<file path="src/rtl/xpin_irq_pkg.sv">
package xpin_irq_pkg;
  typedef enum logic [1:0] {
    SENSE_LOW  = 2'b00,
    SENSE_ANY  = 2'b01,
    SENSE_FALL = 2'b10,
    SENSE_RISE = 2'b11
  } sense_e;

  localparam int BUS_AW = 6;
  localparam int BUS_DW = 8;
endpackage

</file>
<file path="src/rtl/xpin_sync.sv">
module xpin_sync #(
  parameter int   STAGES  = 2,
  parameter logic RST_VAL = 1'b1
) (
  input  logic clk,
  input  logic rst_n,
  input  logic d,
  output logic q
);
  logic [STAGES-1:0] sr;

  for (genvar i = 0; i < STAGES; i++) begin : g_stage
    if (i == 0) begin : g_first
      always_ff @(posedge clk or negedge rst_n) begin
        if (!rst_n) sr[0] <= RST_VAL;
        else        sr[0] <= d;
      end
    end else begin : g_next
      always_ff @(posedge clk or negedge rst_n) begin
        if (!rst_n) sr[i] <= RST_VAL;
        else        sr[i] <= sr[i-1];
      end
    end
  end

  assign q = sr[STAGES-1];
endmodule

</file>
<file path="src/rtl/xpin_event.sv">
module xpin_event
  import xpin_irq_pkg::*;
#(
  parameter logic RST_VAL = 1'b1
) (
  input  logic   clk,
  input  logic   rst_n,
  input  logic   pin_s,
  input  sense_e sense,
  output logic   evt
);
  logic pin_prev;

  always_ff @(posedge clk or negedge rst_n) begin
    if (!rst_n) pin_prev <= RST_VAL;
    else        pin_prev <= pin_s;
  end

  // the low-level mode produces no event; the flag stays idle there
  always_comb begin
    unique case (sense)
      SENSE_ANY:  evt = pin_s ^ pin_prev;
      SENSE_FALL: evt = pin_prev & ~pin_s;
      SENSE_RISE: evt = ~pin_prev & pin_s;
      default:    evt = 1'b0;
    endcase
  end
endmodule

</file>
<file path="src/rtl/xpin_regs.sv">
module xpin_regs #(
  parameter int             AW        = 6,
  parameter int             DW        = 8,
  parameter logic [AW-1:0]  MASK_ADDR = 'h13,
  parameter logic [AW-1:0]  FLAG_ADDR = 'h14
) (
  input  logic          clk,
  input  logic          rst_n,
  input  logic          wen,
  input  logic [AW-1:0] addr,
  input  logic [DW-1:0] wdata,
  output logic [DW-1:0] rdata,
  input  logic          evt,
  input  logic          level_mode,
  input  logic          ack,
  output logic          en,
  output logic          flag
);
  localparam logic [DW-1:0] BIT0 = DW'(1);

  logic [DW-1:0] en_r;
  logic          flag_r;
  logic          wr_mask, wr_flag, clr;

  assign wr_mask = wen && (addr == MASK_ADDR);
  assign wr_flag = wen && (addr == FLAG_ADDR);
  assign clr     = (wr_flag && |(wdata & BIT0)) || ack;

  // only bit 0 is implemented; the rest is held at zero
  always_ff @(posedge clk or negedge rst_n) begin
    if (!rst_n)       en_r <= '0;
    else if (wr_mask) en_r <= wdata & BIT0;
  end

  // a new event outranks a clear in the same cycle
  always_ff @(posedge clk or negedge rst_n) begin
    if (!rst_n)          flag_r <= 1'b0;
    else if (level_mode) flag_r <= 1'b0;
    else                 flag_r <= (flag_r & ~clr) | evt;
  end

  always_comb begin
    if (addr == MASK_ADDR)      rdata = en_r;
    else if (addr == FLAG_ADDR) rdata = DW'(flag_r & ~level_mode);
    else                        rdata = '0;
  end

  assign en   = en_r[0];
  assign flag = flag_r;
endmodule

</file>
<file path="src/rtl/xpin_irq.sv">
module xpin_irq
  import xpin_irq_pkg::*;
#(
  parameter int            AW          = BUS_AW,
  parameter int            DW          = BUS_DW,
  parameter int            SYNC_STAGES = 2,
  parameter logic [AW-1:0] MASK_ADDR   = 'h13,
  parameter logic [AW-1:0] FLAG_ADDR   = 'h14
) (
  input  logic          clk,
  input  logic          rst_n,
  input  logic          pin_in,
  input  logic [1:0]    sense_sel,
  input  logic          gie,
  input  logic          irq_ack,
  input  logic          reg_wen,
  input  logic [AW-1:0] reg_addr,
  input  logic [DW-1:0] reg_wdata,
  output logic [DW-1:0] reg_rdata,
  output logic          irq_req
);
  sense_e sense;
  logic   pin_s, evt, level_mode, en_q, flag_q;

  assign sense      = sense_e'(sense_sel);
  assign level_mode = (sense == SENSE_LOW);

  xpin_sync #(.STAGES(SYNC_STAGES), .RST_VAL(1'b1)) u_sync (
    .clk(clk), .rst_n(rst_n), .d(pin_in), .q(pin_s)
  );

  xpin_event #(.RST_VAL(1'b1)) u_event (
    .clk(clk), .rst_n(rst_n), .pin_s(pin_s), .sense(sense), .evt(evt)
  );

  xpin_regs #(
    .AW(AW), .DW(DW), .MASK_ADDR(MASK_ADDR), .FLAG_ADDR(FLAG_ADDR)
  ) u_regs (
    .clk(clk), .rst_n(rst_n), .wen(reg_wen), .addr(reg_addr),
    .wdata(reg_wdata), .rdata(reg_rdata), .evt(evt),
    .level_mode(level_mode), .ack(irq_ack), .en(en_q), .flag(flag_q)
  );

  assign irq_req = gie & en_q & (level_mode ? ~pin_s : flag_q);
endmodule

</file>
<file path="config.mk">
export PLATFORM = sky130hd
export DESIGN_NAME = xpin_irq
export DESIGN_NICKNAME = d
export VERILOG_FILES = /design/src/rtl/xpin_irq_pkg.sv /design/src/rtl/xpin_sync.sv /design/src/rtl/xpin_event.sv /design/src/rtl/xpin_regs.sv /design/src/rtl/xpin_irq.sv
export SDC_FILE = /design/constraint.sdc
export NUM_CORES = 1
export LEC_CHECK = 0
export BUFFER_PORTS_ARGS = -buffer_cell sky130_fd_sc_hd__clkbuf_2
export CORE_AREA = 2 2 39 41
export CTS_BUF_LIST = sky130_fd_sc_hd__clkbuf_4
export CTS_CLUSTER_DIAMETER = 200
export DETAILED_ROUTE_END_ITERATION = 8
export DIE_AREA = 0 0 41 43
export GPL_ROUTABILITY_DRIVEN = 0
export GPL_TIMING_DRIVEN = 0
export RECOVER_POWER = 50
export SETUP_SLACK_MARGIN = 0.02
export SYNTH_ARGS = -nofsm -noshare
export SYNTH_HDL_FRONTEND = slang
export SYNTH_HIERARCHICAL = 1
export SYNTH_SLANG_ARGS = --single-unit
</file>
<file path="constraint.sdc">
create_clock -name clk -period 2.4 [get_ports clk]
set_input_delay 0.12 -clock clk [delete_from_list [all_inputs] [get_ports clk]]
set_output_delay 0.12 -clock clk [all_outputs]
set_load 0.1 [all_outputs]
</file>
* Word level (Yosys, flattened, before mapping)
Index checks and enable logic that the tools add are counted.
Widths: inputs -> output; s select.
** Operators by class
- Eq/ne operators :: 5
- Mux-type cells :: 5
- Bitwise operators :: 12
- Reductions and logical operators :: 5
** Operators by type and width (number)
- $mux 8 :: 2
- $eq 6x5->1 const B :: 2
- $and 1x8->8 :: 1
- $not 1->8 :: 1
- $and 1x1->1 :: 5
- $eq 2x2->1 const B :: 2
- $logic_and 1x1->1 :: 3
- $not 1->1 :: 3
- $pmux 1 s3 :: 1
- $eq 2x1->1 const B :: 1
- $logic_not 2->1 :: 1
- $mux 1 :: 2
- $logic_or 1x1->1 :: 1
- $or 1x1->1 :: 1
- $xor 1x1->1 :: 1
** Storage, ports and cells
- Bits in registers :: 5
- Input port bits :: 22
- Output and inout port bits :: 9

* Longest topological paths before layout
- Depth after elaboration :: 8
- Gate-level depth with buffers :: 6

* Hierarchy
The synthesis kept the hierarchy.
** Modules (own cells, without submodules)
- xpin_regs :: instances 1, cells an instance 23, area each 206.4 µm², seq. area each 50.0 µm²
- xpin_event :: instances 1, cells an instance 9, area each 88.8 µm², seq. area each 26.3 µm²
- xpin_sync :: instances 1, cells an instance 2, area each 52.6 µm², seq. area each 52.6 µm²
- xpin_irq :: instances 1, cells an instance 5, area each 23.8 µm², seq. area each 0.0 µm²

* Least setup slack after synthesis
Ideal clock, no wire load.
- Kind :: reg-to-output
- From :: register u_sync.sr[1] (netlist: u_sync/q)
- To :: output port irq_req
- Data arrival time :: 2128 ps
- Required time :: 2280 ps
- Setup slack :: 152 ps
- Cell stages (with the launch flop) :: 3
- Path buffers :: 0
- Path through :: dfstp_2 -> or3_1 -> a21oi_1
** Between the ends
- Word-level cells in the longest chain between the ends :: 3
** RTL lines
- start, declared :: RTL line xpin_sync.sv:10 : logic [STAGES-1:0] sr;
- start signal, assigned by index :: RTL line xpin_sync.sv:21 : else sr[i] <= sr[i-1];
- $not 1->1 :: RTL line xpin_irq.sv:44 : assign irq_req = gie & en_q & (level_mode ? ~pin_s : flag_q);
- $mux 1 :: RTL line xpin_irq.sv:44
- $and 1x1->1 :: RTL line xpin_irq.sv:44
- end, declared :: RTL line xpin_irq.sv:20 : output logic irq_req
No other way between the ends.

* Final worst setup path
- From :: input port reg_addr[3]
- To :: output port reg_rdata[0]
** Between the ends
- Word-level cells in the longest chain between the ends :: 3
- Elaborated cells on any way between the ends :: 4
- Classes of those cells :: 2 x eq/ne; 2 x mux
** RTL lines
- start, declared :: RTL line xpin_irq.sv:17 : input logic [AW-1:0] reg_addr,
- $eq 6x5->1 :: RTL line xpin_regs.sv:44 : else if (addr == FLAG_ADDR) rdata = DW'(flag_r & ~level_mode);
- $mux 8 :: RTL line xpin_regs.sv:44
- $mux 8 * :: RTL line xpin_regs.sv:43 : if (addr == MASK_ADDR) rdata = en_r;
- end, declared :: RTL line xpin_irq.sv:19 : output logic [DW-1:0] reg_rdata,
Every way passes the cells marked *; elsewhere a longest branch is shown, timed or not.

==> impl_metrics.yaml <==
run_status:
  status: "complete, no violations"
timing:
  rsz0062_at_grt: "false"
  tns_ns: 0
  maxSlewViolCount: 0
  timing.hold.ws_ns: 0.1052
  setup_violations: 0
  hold_viol: 0
  fmaxAchievable_ghz: 0.6071
  min_period_over_period_pct: 68.63
  worstMarginPinSlew_ns: 0.5402
  relSlewSlack_pct: 64.14
  skew_ns: 0.0001386
  period_minus_slack_ns: 1.647
hold_path:
  hold_start: "reg_wdata[0]"
  hold_class: "in2reg"
floorplan:
  die-area_um2: 1763
  start_util_pct: 26.85
  die_h_um: 43
  io_pins: 31
  num_rows: 14
  die_x_um: 41
  core_area_um2: 1384
grt:
  antenna_found_initial: 0
  groute.usage.overall_pct: 9.100
  grt-ovfl-total: 0
  grt_pass1_wl_um: 1104
  grt_max_degree: 7
  grt_pass1_vias: 295
yosys:
  syn_avg_cell_area_um2: 9.528
  yosysMostFrequentCell: "buf_4"
  synth.area.top_cells: "dfstp_2 (21%), buf_4 (14%), dfrtp_1 (13%), ha_1 (6.7%), a32o_1 (5.4%)"
  ys_warn_count: 6
  yosys-top-cells-count: "buf_4 (7), inv_1 (5), dfstp_2 (3)"
  netlist.area_leader.share_pct: 21.21
  synth_cell_type_count: 21
  synth_top_area_cell: "dfstp_2"
  synth_edf_count: 0
  async_flop_share_pct: 100.0
  ys.flop_type: "dfstp_2"
  ys_seq_elements: 5
  netlist_instances: 39
  ys_seq_area_share_pct: 34.68
  syn_area_um2: 371.6
clocking:
  max-clock-path-buffers: 2
  clock_latency_ns: 0.23
  clkTransAtPathRegs_ns: 0.04
  cts_tree: "built"
  root_buffer: "clkbuf_4"
  cts.hold.buffers_added: 2
  ctsResizeCount: 0
  numCtsBuffers: 3
  cts.sinks: 5
  post_cts_buffers: 0
  htreeDepth: 1
layout:
  final_layout_size_suffix_gt1_share_pct: 47.76
  syn_to_final_growth_pct: 46.13
  antenna_cells: 0
  final_nets: 92
route:
  firstDrtPassIters: 4
  wl_per_cell_um: 7.458
  drc: 0
  vias: 322
  routed_wl_um: 619
  via_per_inst: 3.880
  drt_iter0_markers: 2
  antenna_left: 0
power_and_ir_drop:
  leakage_nw: 0.2847
  power_density_nw_per_um2: 551.3
  vdd_drop_max_mv: 0.4110
critical_path:
  worst-path-max-fanout: 3
  worstSetupEndpointType: "primary output"
  r2r_start: "u_event/pin_prev"
  crit_arrival_ns: 1.53
  cp_data_required_time_ns: 2.28
  critPathLaunchType: "input pin"
  critPathLaunch: "reg_addr[3]"
  setup.worst_path.class: "in2out"
place:
  hpwl_um: 542.4
  port_buffers: 16
run:
  cap_viol_max_count: 0
==> sequential cells by signal, indices dropped and copies added (netlist names) <==
name and count:
u_sync/sr 1, u_sync/q 1, u_regs/en_r 1, u_event/pin_prev 1, u_regs/flag 1
==> path summary, 6_finish.rpt <==
check,end,slack (ns),cells after the start
max,reg_rdata[0],0.75,5
min,u_regs/flag,0.11,2
max reg2reg,u_regs/flag,0.84,6
min reg2reg,u_sync/q,0.35,0
max in group asynchronous,u_sync/q,1.86,2
min in group asynchronous,u_regs/en_r[0],0.27,2
==> through the flow <==
stage          worst slack (ns)   power, W  utilization (%)  instance area, µm²  cells
2_1_floorplan            0.1518  0.0001762                -               394.1     45
3_3_place_gp             0.7524  0.0001948            35.71               494.2     77
3_5_place_dp             0.7362  0.0001960            35.71               494.2     77
4_1_cts                  0.7390  0.0003045            39.33               544.3     83
5_1_grt                  0.6391  0.0003187            39.24               543.0     83
6_report                 0.7528  0.0002993            39.24               543.0     83
==> logic make-up (layout without fill, tap and decap cells) <==
kind of cell	after synthesis	count (layout)	synth area share, %
multiplexers	1	1	3.030
adder cells (fa/ha/maj)	2	2	6.733
AO/OA/AOI/OAI	6	6	11.78
buffers and inverters	12	34	19.19
flip-flops	5	5	34.68
other	1	7	1.009
AND/OR/NAND/NOR	12	12	23.57
==> layout by cell type, fill, tap and decap left out <==
cell type / instances
clkbuf_2: 15
buf_4: 7
conb_1: 7
inv_1: 5
clkbuf_4: 4
dfstp_2: 3
o21ai_0: 2
nand2_1: 2
dlygate4sd3_1: 2
nor2b_1: 2
a32o_1: 2
ha_1: 2
dfrtp_1: 2
nor2_1: 1
or3_1: 1
a21oi_1: 1
clkbuf_1: 1
or2b_1: 1
nand2b_1: 1
or3b_4: 1
nor4b_2: 1
nor3_1: 1
a41oi_1: 1
nor4_2: 1
mux2_1: 1
==> routing by layer <==
layer | vias up | wire (µm) | share of wire, % | GRT usage, %
met1 | 137 | 246 | 40 | 9.868
met5 | - | 0 | 0 | 0
li1 | 174 | - | - | -
met3 | 0 | 57 | 9.2 | 4.188
met4 | 0 | 0 | 0 | 4.000
met2 | 11 | 316 | 51 | 14.37
==> worst max-delay path, cell delays in order <==
cell	delay, ns
clkbuf_2	0.08
or3b_4	0.40
nor4b_2	0.28
a32o_1	0.20
clkbuf_2	0.45
==> power breakdown <==
part / total (W) / switching [W] / internal, W
registers: 0.0000982 / 0.00000462 / 0.0000935
clock network: 0.000102 / 0.0000284 / 0.0000737
logic: 0.0000990 / 0.0000701 / 0.0000289
==> cell type report <==
class	count	area (µm²)
buffer	7	52.55
clock buffer	4	30.03
fill	151	840.8
inverter	5	18.77
multi-input combinational	28	193.9
sequential	5	128.9
tap	16	20.02
timing repair buffer	18	98.84
No activity file was read; power rests on OpenSTA's default activity.
